## src/rtl/nic_pkg.sv

```systemverilog
package nic_pkg;
  localparam int unsigned N_SW        = 8;
  localparam int unsigned ADR_CUR     = 0;
  localparam int unsigned ADR_ACK     = 1;
  localparam int unsigned ADR_EOI     = 2;
  localparam int unsigned ADR_SWP     = 3;
  localparam int unsigned ADR_STAT    = 4;
  localparam int unsigned ADR_PRIO    = 16;
  localparam logic [15:0] SPURIOUS_VEC = 16'h00FF;
endpackage

```

## src/rtl/nic_arbiter.sv

```systemverilog
module nic_arbiter #(
  parameter int unsigned N_SRC  = 16,
  parameter int unsigned PRIO_W = 4,
  localparam int unsigned VEC_W = $clog2(N_SRC)
) (
  input  logic [N_SRC-1:0]             pend_i,
  input  logic [N_SRC-1:0][PRIO_W-1:0] prio_i,
  output logic [PRIO_W-1:0]            best_prio_o,
  output logic [VEC_W-1:0]             best_vec_o
);
  // ascending scan with strict compare: lowest vector keeps a tie
  always_comb begin
    best_prio_o = '0;
    best_vec_o  = '0;
    for (int i = 0; i < N_SRC; i++) begin
      if (pend_i[i] && (prio_i[i] > best_prio_o)) begin
        best_prio_o = prio_i[i];
        best_vec_o  = VEC_W'(i);
      end
    end
  end
endmodule

```

## src/rtl/nic_prio_stack.sv

```systemverilog
module nic_prio_stack #(
  parameter int unsigned DEPTH = 16,
  parameter int unsigned W     = 4,
  localparam int unsigned CNT_W = $clog2(DEPTH + 1),
  localparam int unsigned IDX_W = $clog2(DEPTH)
) (
  input  logic         clk_i,
  input  logic         rst_ni,
  input  logic         push_i,
  input  logic         pop_i,
  input  logic [W-1:0] data_i,
  output logic [W-1:0] top_o,
  output logic         empty_o,
  output logic         full_o
);
  logic [W-1:0]     mem_q [DEPTH];
  logic [CNT_W-1:0] cnt_q;
  logic [CNT_W-1:0] top_idx;

  assign empty_o = (cnt_q == '0);
  assign full_o  = (cnt_q == CNT_W'(DEPTH));
  assign top_idx = cnt_q - CNT_W'(1);
  assign top_o   = empty_o ? '0 : mem_q[top_idx[IDX_W-1:0]];

  always_ff @(posedge clk_i or negedge rst_ni) begin
    if (!rst_ni) begin
      cnt_q <= '0;
    end else if (push_i && !full_o) begin
      cnt_q <= cnt_q + CNT_W'(1);
    end else if (pop_i && !empty_o) begin
      cnt_q <= cnt_q - CNT_W'(1);
    end
  end

  always_ff @(posedge clk_i) begin
    if (push_i && !full_o) mem_q[cnt_q[IDX_W-1:0]] <= data_i;
  end
endmodule

```

## src/rtl/nic_ctrl.sv

```systemverilog
module nic_ctrl
  import nic_pkg::*;
#(
  parameter int unsigned N_SRC       = 16,
  parameter int unsigned PRIO_W      = 4,
  parameter int unsigned STACK_DEPTH = 16,
  parameter int unsigned ADDR_W      = 6,
  parameter int unsigned DATA_W      = 16,
  localparam int unsigned N_PERIPH   = N_SRC - N_SW,
  localparam int unsigned VEC_W      = $clog2(N_SRC)
) (
  input  logic                clk_i,
  input  logic                rst_ni,
  input  logic [N_PERIPH-1:0] irq_src_i,
  input  logic [ADDR_W-1:0]   bus_addr_i,
  input  logic                bus_wr_i,
  input  logic                bus_rd_i,
  input  logic [DATA_W-1:0]   bus_wdata_i,
  output logic [DATA_W-1:0]   bus_rdata_o,
  output logic                irq_o
);
  logic [PRIO_W-1:0]             cur_q;
  logic [N_SW-1:0]               sw_q;
  logic [N_PERIPH-1:0]           per_q;
  logic [N_SRC-1:0][PRIO_W-1:0]  prio_q;
  logic                          err_q;
  logic [N_SRC-1:0]              pend;
  logic [PRIO_W-1:0]             best_prio;
  logic [VEC_W-1:0]              best_vec;
  logic [PRIO_W-1:0]             stk_top;
  logic                          stk_empty;
  logic                          stk_full;
  logic                          rd_ack, take, eoi;
  logic [ADDR_W-1:0]             pidx;

  assign pend   = {per_q, sw_q};
  assign rd_ack = bus_rd_i && !bus_wr_i && (bus_addr_i == ADDR_W'(ADR_ACK));
  assign eoi    = bus_wr_i && (bus_addr_i == ADDR_W'(ADR_EOI));
  assign irq_o  = best_prio > cur_q;
  assign take   = rd_ack && irq_o;

  nic_arbiter #(.N_SRC(N_SRC), .PRIO_W(PRIO_W)) u_arb (
    .pend_i      (pend),
    .prio_i      (prio_q),
    .best_prio_o (best_prio),
    .best_vec_o  (best_vec)
  );

  nic_prio_stack #(.DEPTH(STACK_DEPTH), .W(PRIO_W)) u_stk (
    .clk_i   (clk_i),
    .rst_ni  (rst_ni),
    .push_i  (take),
    .pop_i   (eoi),
    .data_i  (cur_q),
    .top_o   (stk_top),
    .empty_o (stk_empty),
    .full_o  (stk_full)
  );

  always_ff @(posedge clk_i or negedge rst_ni) begin
    if (!rst_ni) begin
      cur_q <= '0;
      err_q <= 1'b0;
      sw_q  <= '0;
      per_q <= '0;
    end else begin
      per_q <= irq_src_i;
      if (take) begin
        cur_q <= best_prio;
      end else if (eoi) begin
        cur_q <= stk_empty ? '0 : stk_top;
        if (stk_empty) err_q <= 1'b1;
      end
      if (bus_wr_i && bus_addr_i == ADDR_W'(ADR_SWP))
        sw_q <= (sw_q | bus_wdata_i[N_SW-1:0]) & ~bus_wdata_i[2*N_SW-1:N_SW];
    end
  end

  for (genvar v = 0; v < N_SRC; v++) begin : g_prio
    always_ff @(posedge clk_i or negedge rst_ni) begin
      if (!rst_ni) prio_q[v] <= '0;
      else if (bus_wr_i && bus_addr_i == ADDR_W'(ADR_PRIO + v))
        prio_q[v] <= bus_wdata_i[PRIO_W-1:0];
    end
  end

  assign pidx = bus_addr_i - ADDR_W'(ADR_PRIO);

  always_comb begin
    bus_rdata_o = '0;
    if (bus_addr_i == ADDR_W'(ADR_CUR))       bus_rdata_o = DATA_W'(cur_q);
    else if (bus_addr_i == ADDR_W'(ADR_ACK))  bus_rdata_o = irq_o ? DATA_W'(best_vec) : SPURIOUS_VEC;
    else if (bus_addr_i == ADDR_W'(ADR_SWP))  bus_rdata_o = DATA_W'(sw_q);
    else if (bus_addr_i == ADDR_W'(ADR_STAT)) bus_rdata_o = DATA_W'(err_q);
    else if (bus_addr_i >= ADDR_W'(ADR_PRIO) && bus_addr_i < ADDR_W'(ADR_PRIO + N_SRC))
      bus_rdata_o = DATA_W'(prio_q[pidx[VEC_W-1:0]]);
  end
endmodule

```

## config.mk

```make
export PLATFORM = sky130hd
export DESIGN_NAME = nic_ctrl
export DESIGN_NICKNAME = d
export VERILOG_FILES = /design/src/rtl/nic_pkg.sv /design/src/rtl/nic_arbiter.sv /design/src/rtl/nic_prio_stack.sv /design/src/rtl/nic_ctrl.sv
export SDC_FILE = /design/constraint.sdc
export NUM_CORES = 1
export LEC_CHECK = 0
export CORE_MARGIN = 1
export CORE_UTILIZATION = 30
export DETAILED_ROUTE_END_ITERATION = 7
export GPL_TIMING_DRIVEN = 0
export PLACE_DENSITY = 0.52
export SYNTH_ARGS = -nofsm -noshare
export SYNTH_HDL_FRONTEND = slang
export SYNTH_SLANG_ARGS = --single-unit
export TNS_END_PERCENT = 20
```

## constraint.sdc

```tcl
create_clock -name clk_i -period 24.3 [get_ports clk_i]
set_input_delay 2.43 -clock clk_i [delete_from_list [all_inputs] [get_ports clk_i]]
set_output_delay 2.43 -clock clk_i [all_outputs]
set_load 0.03 [all_outputs]
```

# Yosys cells after proc, flatten, opt, wreduce, memory -nomap -nowiden
# Memories as Yosys holds them, arrays and structs flattened.
# Index checks and enable logic that the tools add are counted.
[word_totals]
mem_count = 1
inputBits = 34
ramBits = 64
out_inout_bits = 17
word_cells = 164
regBits = 90
[memory_table]
columns = ["memory", "words", "width", "read_ports", "rd_clocked_by_memory_dff", "wr", "line_no", "source"]
rows = [
  ["u_stk.mem_q", 16, 4, 1, 0, 1, "nic_prio_stack.sv:16", "logic [W-1:0] mem_q [DEPTH];"],
]
[op_classes]
order_cmp = 20
n_mux = 46
n_addsub = 3
n_bitwise = 4
eq_ne = 21
n_reduce_logical = 48
[ops]
columns = ["operator", "count"]
rows = [
  ["4-bit two-way mux", 30],
  ["6-bit by 5-bit == test with 1-bit output, second input constant", 16],
  ["4-bit greater-than comparator", 16],
  ["1-bit logical AND", 40],
  ["8-bit two-way mux", 4],
  ["4-bit binary-select mux with 4-bit select", 1],
  ["6-bit by 2-bit == test with 1-bit output, second input constant", 2],
  ["3-bit two-way mux", 4],
  ["5-bit two-way mux", 2],
  ["8-bit bitwise AND", 1],
  ["8-bit NOT", 1],
  ["8-bit OR", 1],
  ["6-bit by 1-bit == test with 1-bit output, second input constant", 1],
  ["6-bit by 3-bit == test with 1-bit output, second input constant", 1],
  ["6-bit by 5-bit >= comparator with 1-bit output, second input constant", 1],
  ["6-bit zero test", 1],
  ["6-bit < comparator, second input constant", 1],
  ["5-bit by 1-bit adder with 5-bit output, second input constant", 1],
  ["5-bit == test, second input constant", 1],
  ["5-bit zero test", 1],
  ["4-bit by 5-bit < comparator with 1-bit output, second input constant", 1],
  ["5-bit by 1-bit subtractor with 5-bit output, second input constant", 1],
  ["4-bit by 1-bit greater-than comparator with 1-bit output, second input constant", 1],
  ["2-bit two-way mux", 2],
  ["6 further kinds", 11],
]

# Longest topological paths before layout
[logic_depth]
word_depth = 53
depth_mapped = 146
mapped_depth_nobuf = 143

# Hierarchy
# A second synthesis with hierarchy kept.
[unflattened]
hier_cells = 945
area_unflattened_um2 = 10551.4
[by_module_without_submodules]
columns = ["mod", "cells_each", "area_each_um2", "seq_area_each_um2", "n_inst"]
rows = [
  ["nic_ctrl", 338, 4315.4, 2127.0, 1],
  ["nic_arbiter", 445, 3286.9, 0.0, 1],
  ["nic_prio_stack", 162, 2949.1, 2047.0, 1],
]

# Worst setup path before layout
# Ideal clock, no wire load.
[synth_timing]
kind = "register to output"
startpoint = "reg sw_q[0]"
endpoint = "out bus_rdata_o[3]"
arrival_time_ps = 23572
t_required_ps = 21870
setup_slack_ps = -1702
stages_incl_launch_ff = 132
n_path_buf = 4
cell_sequence = "dfrtp_1 nand2_1 ha_1 nor2b_4 o211a_4 o211a_1 nor2_1 a21oi_1 ha_1 nor2b_1 nor3_1 nor2_1 a21oi_1 a211oi_2 nand2_1 a21o_1 ha_1 nor2b_1 (+96 left out) nor2_1 a31o_2 ha_1 nor2b_1 o21a_1 o21a_1 o211ai_1 mux2i_1 ha_1 nor2b_1 o21ai_0 nand2b_1 a21oi_1 a41o_1 nor4b_1 nand2_1 nor3_1 a41oi_1"
[synth_via]
elab_chain_cells = 51
elab_cells_between_ends = 59
cone_classes = "order compare: 16; mux: 27; reduce/logical: 16"
[synth_rtl]
columns = ["element", "line_no", "source"]
rows = [
  ["from (decl)", "nic_ctrl.sv:23", "logic [N_SW-1:0] sw_q;"],
  ["from (signal assigned)", "nic_ctrl.sv:75", "sw_q <= (sw_q | bus_wdata_i[N_SW-1:0]) & ~bus_wdata_i[2*N_SW-1:N_SW];"],
  ["1-bit logical AND *", "nic_arbiter.sv:16", "if (pend_i[i] && (prio_i[i] > best_prio_o)) begin"],
  ["4-bit two-way mux *", "nic_arbiter.sv:16", ""],
  ["4-bit greater-than comparator", "nic_arbiter.sv:16", ""],
  ["1-bit logical AND", "nic_arbiter.sv:16", ""],
  ["4-bit two-way mux *", "nic_arbiter.sv:16", ""],
  ["4-bit greater-than comparator", "nic_arbiter.sv:16", ""],
  ["1-bit logical AND", "nic_arbiter.sv:16", ""],
  ["4-bit two-way mux *", "nic_arbiter.sv:16", ""],
  ["(+34 left out)", "-", ""],
  ["1-bit logical AND", "nic_arbiter.sv:16", ""],
  ["4-bit two-way mux", "nic_arbiter.sv:16", ""],
  ["4-bit greater-than comparator", "nic_arbiter.sv:16", ""],
  ["1-bit logical AND", "nic_arbiter.sv:16", ""],
  ["4-bit two-way mux", "nic_arbiter.sv:16", ""],
  ["4-bit greater-than comparator", "nic_ctrl.sv:39", "assign irq_o = best_prio > cur_q;"],
  ["8-bit two-way mux * (2 in series)", "nic_ctrl.sv:92", "else if (bus_addr_i == ADDR_W'(ADR_ACK)) bus_rdata_o = irq_o ? DATA_W'(best_vec) : SPURIOUS_VEC;"],
  ["8-bit two-way mux *", "nic_ctrl.sv:91", "if (bus_addr_i == ADDR_W'(ADR_CUR)) bus_rdata_o = DATA_W'(cur_q);"],
  ["to (decl)", "nic_ctrl.sv:19", "output logic [DATA_W-1:0] bus_rdata_o,"],
]
# Mark *: on every way between the ends. The rest lies on a longest branch, timed or not.

# Final worst setup path
# Same ends and word-level chain as after synthesis.

==> flow_metrics.tcl <==
set metrics [dict create \
    fp.coreArea_mm2 0.03270 \
    clk_path_buf_depth 2 \
    crit_arrival_ps 24020 \
    min_from "err_q" \
    yosys_warnings 0 \
    firstDrtPassIters 6 \
    synthArstFlopShare 0.5844 \
    status "finished with violations" \
    overflow 0 \
    ys_seq_elements 154 \
    syn2layout_area_growth_pct 39.21 \
    synth_area_mm2 0.01004 \
    final_antenna_net_count 0 \
    fill_cells 3097 \
    rsz0062_at_grt "true" \
    drtIter0Drc 469 \
    timing.rr.start "sw_q[0]" \
    route.detailed.wl_per_inst_um 19.01 \
    initial_core_util 0.3070 \
    vias 8245 \
    final_max_slew_viol_count 0 \
    grt_pass1_wl_um 46470 \
    crit_type "flip-flop to output port" \
    cts.clk_slew.worst_paths_ps 60 \
    io_buffer_count 41 \
    std_cell_rows 66 \
    fin_crit_sh 1.089 \
    wl_um 30280 \
    syn_area_per_cell_um2 10.86 \
    hp-class "flip-flop to flip-flop" \
    cp_max_fo 6 \
    n_antenna_cell 0 \
    grt_max_degree 68 \
    grt_pass1_vias 8287 \
    r2r_end "u_stk.mem_q[2][1]" \
    layout_setup_ws_ps -2152 \
    cts_sinks 154 \
    ios 51 \
    final_nets 1227 \
    synthCells 924 \
    viasPerCell 5.176 \
    gp_congestion 0.8709 \
    setup-violations-final 23 \
    max_freq_mhz 37.80 \
    hold_viol 0 \
    fin_util 0.4273 \
    drv_cap 0 \
    h-tree-depth 4 \
    ctsHoldBuffers 0 \
    crit_path_frequent_cell "ha_4" \
    min_path_cells 1 \
    crit_path_max_incr_delay_ps 460 \
    die_y_um 184.9 \
    drc 0 \
    min_to "err_q" \
    critPathCaptureType "output port" \
    drive_above_1_share 0.4301 \
    cp-start-kind "flip-flop" \
    grtUsageTotal 0.1794 \
    finalClockSkew_ps 9.434 \
    reg2reg_slack_ps -60 \
    reg2reg_depth 138 \
    cts_tree "built" \
    ys_seq_area_frac 0.4158 \
    dp_hpwl_um 20520 \
    dieWidth_um 184.9 \
    period_needed_ps 26450 \
    critPathRequiredTime_ps 21870 \
    synth_edf_count 64 \
    insertion_delay_ps 440 \
    cts-root-buf "clkbuf_16" \
    tightest_slew_ps 972.1 \
    numCtsBuffers 17 \
    dieArea_mm2 0.03420 \
    synth.distinct_cells 86 \
    violations "setup timing" \
    cp_slowest_cell "dfrtp_2" \
    antenna_found_initial 0 \
    slew-limit-headroom 0.3519 \
    synthFlopType "dfrtp_1" \
]
==> per-layer routing <==
layer	vias up	routed length, um	global-route usage
met5	-	0	0
met4	0	396	0.04760
met3	29	1181	0.02831
met2	161	14820	0.3015
met1	4161	13880	0.2387
li1	3894	-	-
==> logic make-up (layout without fill, tap and decap cells) <==
logic type | Yosys count | count (layout) | share of synthesized area
simple gates | 240 | 240 | 0.1214
compound gates | 238 | 238 | 0.1650
flops | 154 | 154 | 0.4158
mux | 120 | 120 | 0.1746
buf+inv | 103 | 323 | 0.04275
fa+ha+maj | 56 | 56 | 0.06955
xor+xnor | 12 | 12 | 0.01047
other cells | 1 | 8 | 0.0003736
==> flip-flops by register name (all words and copies together) (netlist names) <==
register     flops
u_stk.cnt_q      5
prio_q          64
sw_q             8
u_stk.mem_q     64
cur_q            4
err_q            1
per_q            8
==> critical path, delay by kind of cell (launching register included) <==
family | cells | cell delay (ps)
mux | 9 | 2220
fa+ha+maj | 17 | 4000
simple gates | 36 | 5450
flops | 1 | 460
buf+inv | 15 | 1780
compound gates | 59 | 9550
==> layout make-up <==
type	instances	area (um^2)	area share
inverter	66	250.2	0.01791
tap	442	553.0	0.03957
buffer	36	187.7	0.01343
multi-input combinational	674	6636	0.4749
timing repair buffer	189	1598	0.1143
sequential	154	4177	0.2989
clock buffer	21	450.4	0.03223
clock inverter	11	122.6	0.008774
==> synth_stat cells (12+ instances only) <==
master / n / area (um^2)
and3_1: 14 / 87.58
a21oi_1: 56 / 280.3
ha_1: 55 / 688.2
dfrtp_1: 90 / 2252
mux4_2: 36 / 810.8
mux2i_1: 18 / 180.2
clkbuf_1: 21 / 78.83
inv_1: 66 / 247.7
nand3_1: 15 / 75.07
nor2_1: 55 / 206.5
o21ai_0: 52 / 260.3
edfxtp_1: 64 / 1922
a21o_1: 19 / 142.6
nor3_1: 12 / 60.06
nand2_1: 68 / 255.2
and2_1: 15 / 93.84
mux2_2: 63 / 709.4
nor2b_1: 16 / 100.1
==> worst max path at each step <==
stage                 start              to  slack (ps)  cells after the start
detailed placement  sw_q[0]  bus_rdata_o[3]       -4760                    130
global placement    sw_q[0]  bus_rdata_o[3]       -4640                    129
global route        sw_q[0]  bus_rdata_o[3]       -3200                    136
finish              sw_q[0]  bus_rdata_o[3]       -2150                    136
CTS                 sw_q[0]  bus_rdata_o[3]       -1450                    133
floorplan           sw_q[0]  bus_rdata_o[2]        -890                    130
==> stage by stage <==
stage / TNS, ps / setup slack [ps] / instance area, um^2 / hold WS [ps] / cells
2_1_floorplan: -6090 / -890.3 / 10230 / 428.8 / 931
3_3_place_gp: -179170 / -4643 / 11200 / 491.8 / 1414
3_5_place_dp: -189950 / -4760 / 11220 / 489.3 / 1415
4_1_cts: -11220 / -1454 / 13220 / 510.0 / 1548
5_1_grt: -88780 / -3198 / 13970 / 530.5 / 1593
6_report: -18360 / -2152 / 13970 / 514.1 / 1593
==> timing repair <==
item / CTS / global route
setup buffers: 103 / 45
gates resized for setup: 192 / 97
pin swaps: 80 / 97
setup endpoints to repair: 82 / 82
==> placed cells by master, fill, tap and decap left out, drive strengths merged, types with 8 or more instances in the layout <==
| cell type | n |
|---|---|
| buf | 174 |
| nor3 | 12 |
| and2 | 17 |
| mux2 | 65 |
| mux4 | 36 |
| a31oi | 12 |
| and3 | 15 |
| nand2 | 68 |
| edfxtp | 64 |
| nand3 | 16 |
| or2 | 12 |
| clkbuf | 41 |
| dfrtp | 90 |
| clkdlybuf4s50 | 31 |
| mux2i | 19 |
| a21oi | 57 |
| ha | 55 |
| nor2b | 17 |
| inv | 67 |
| o21ai | 57 |
| a211oi | 12 |
| a21o | 19 |
| o21a | 9 |
| nor2 | 55 |
| conb | 8 |
Power is left out: the tool's default activity adds up to more than one toggle a clock period on the data nets, which glitch-free logic cannot reach.
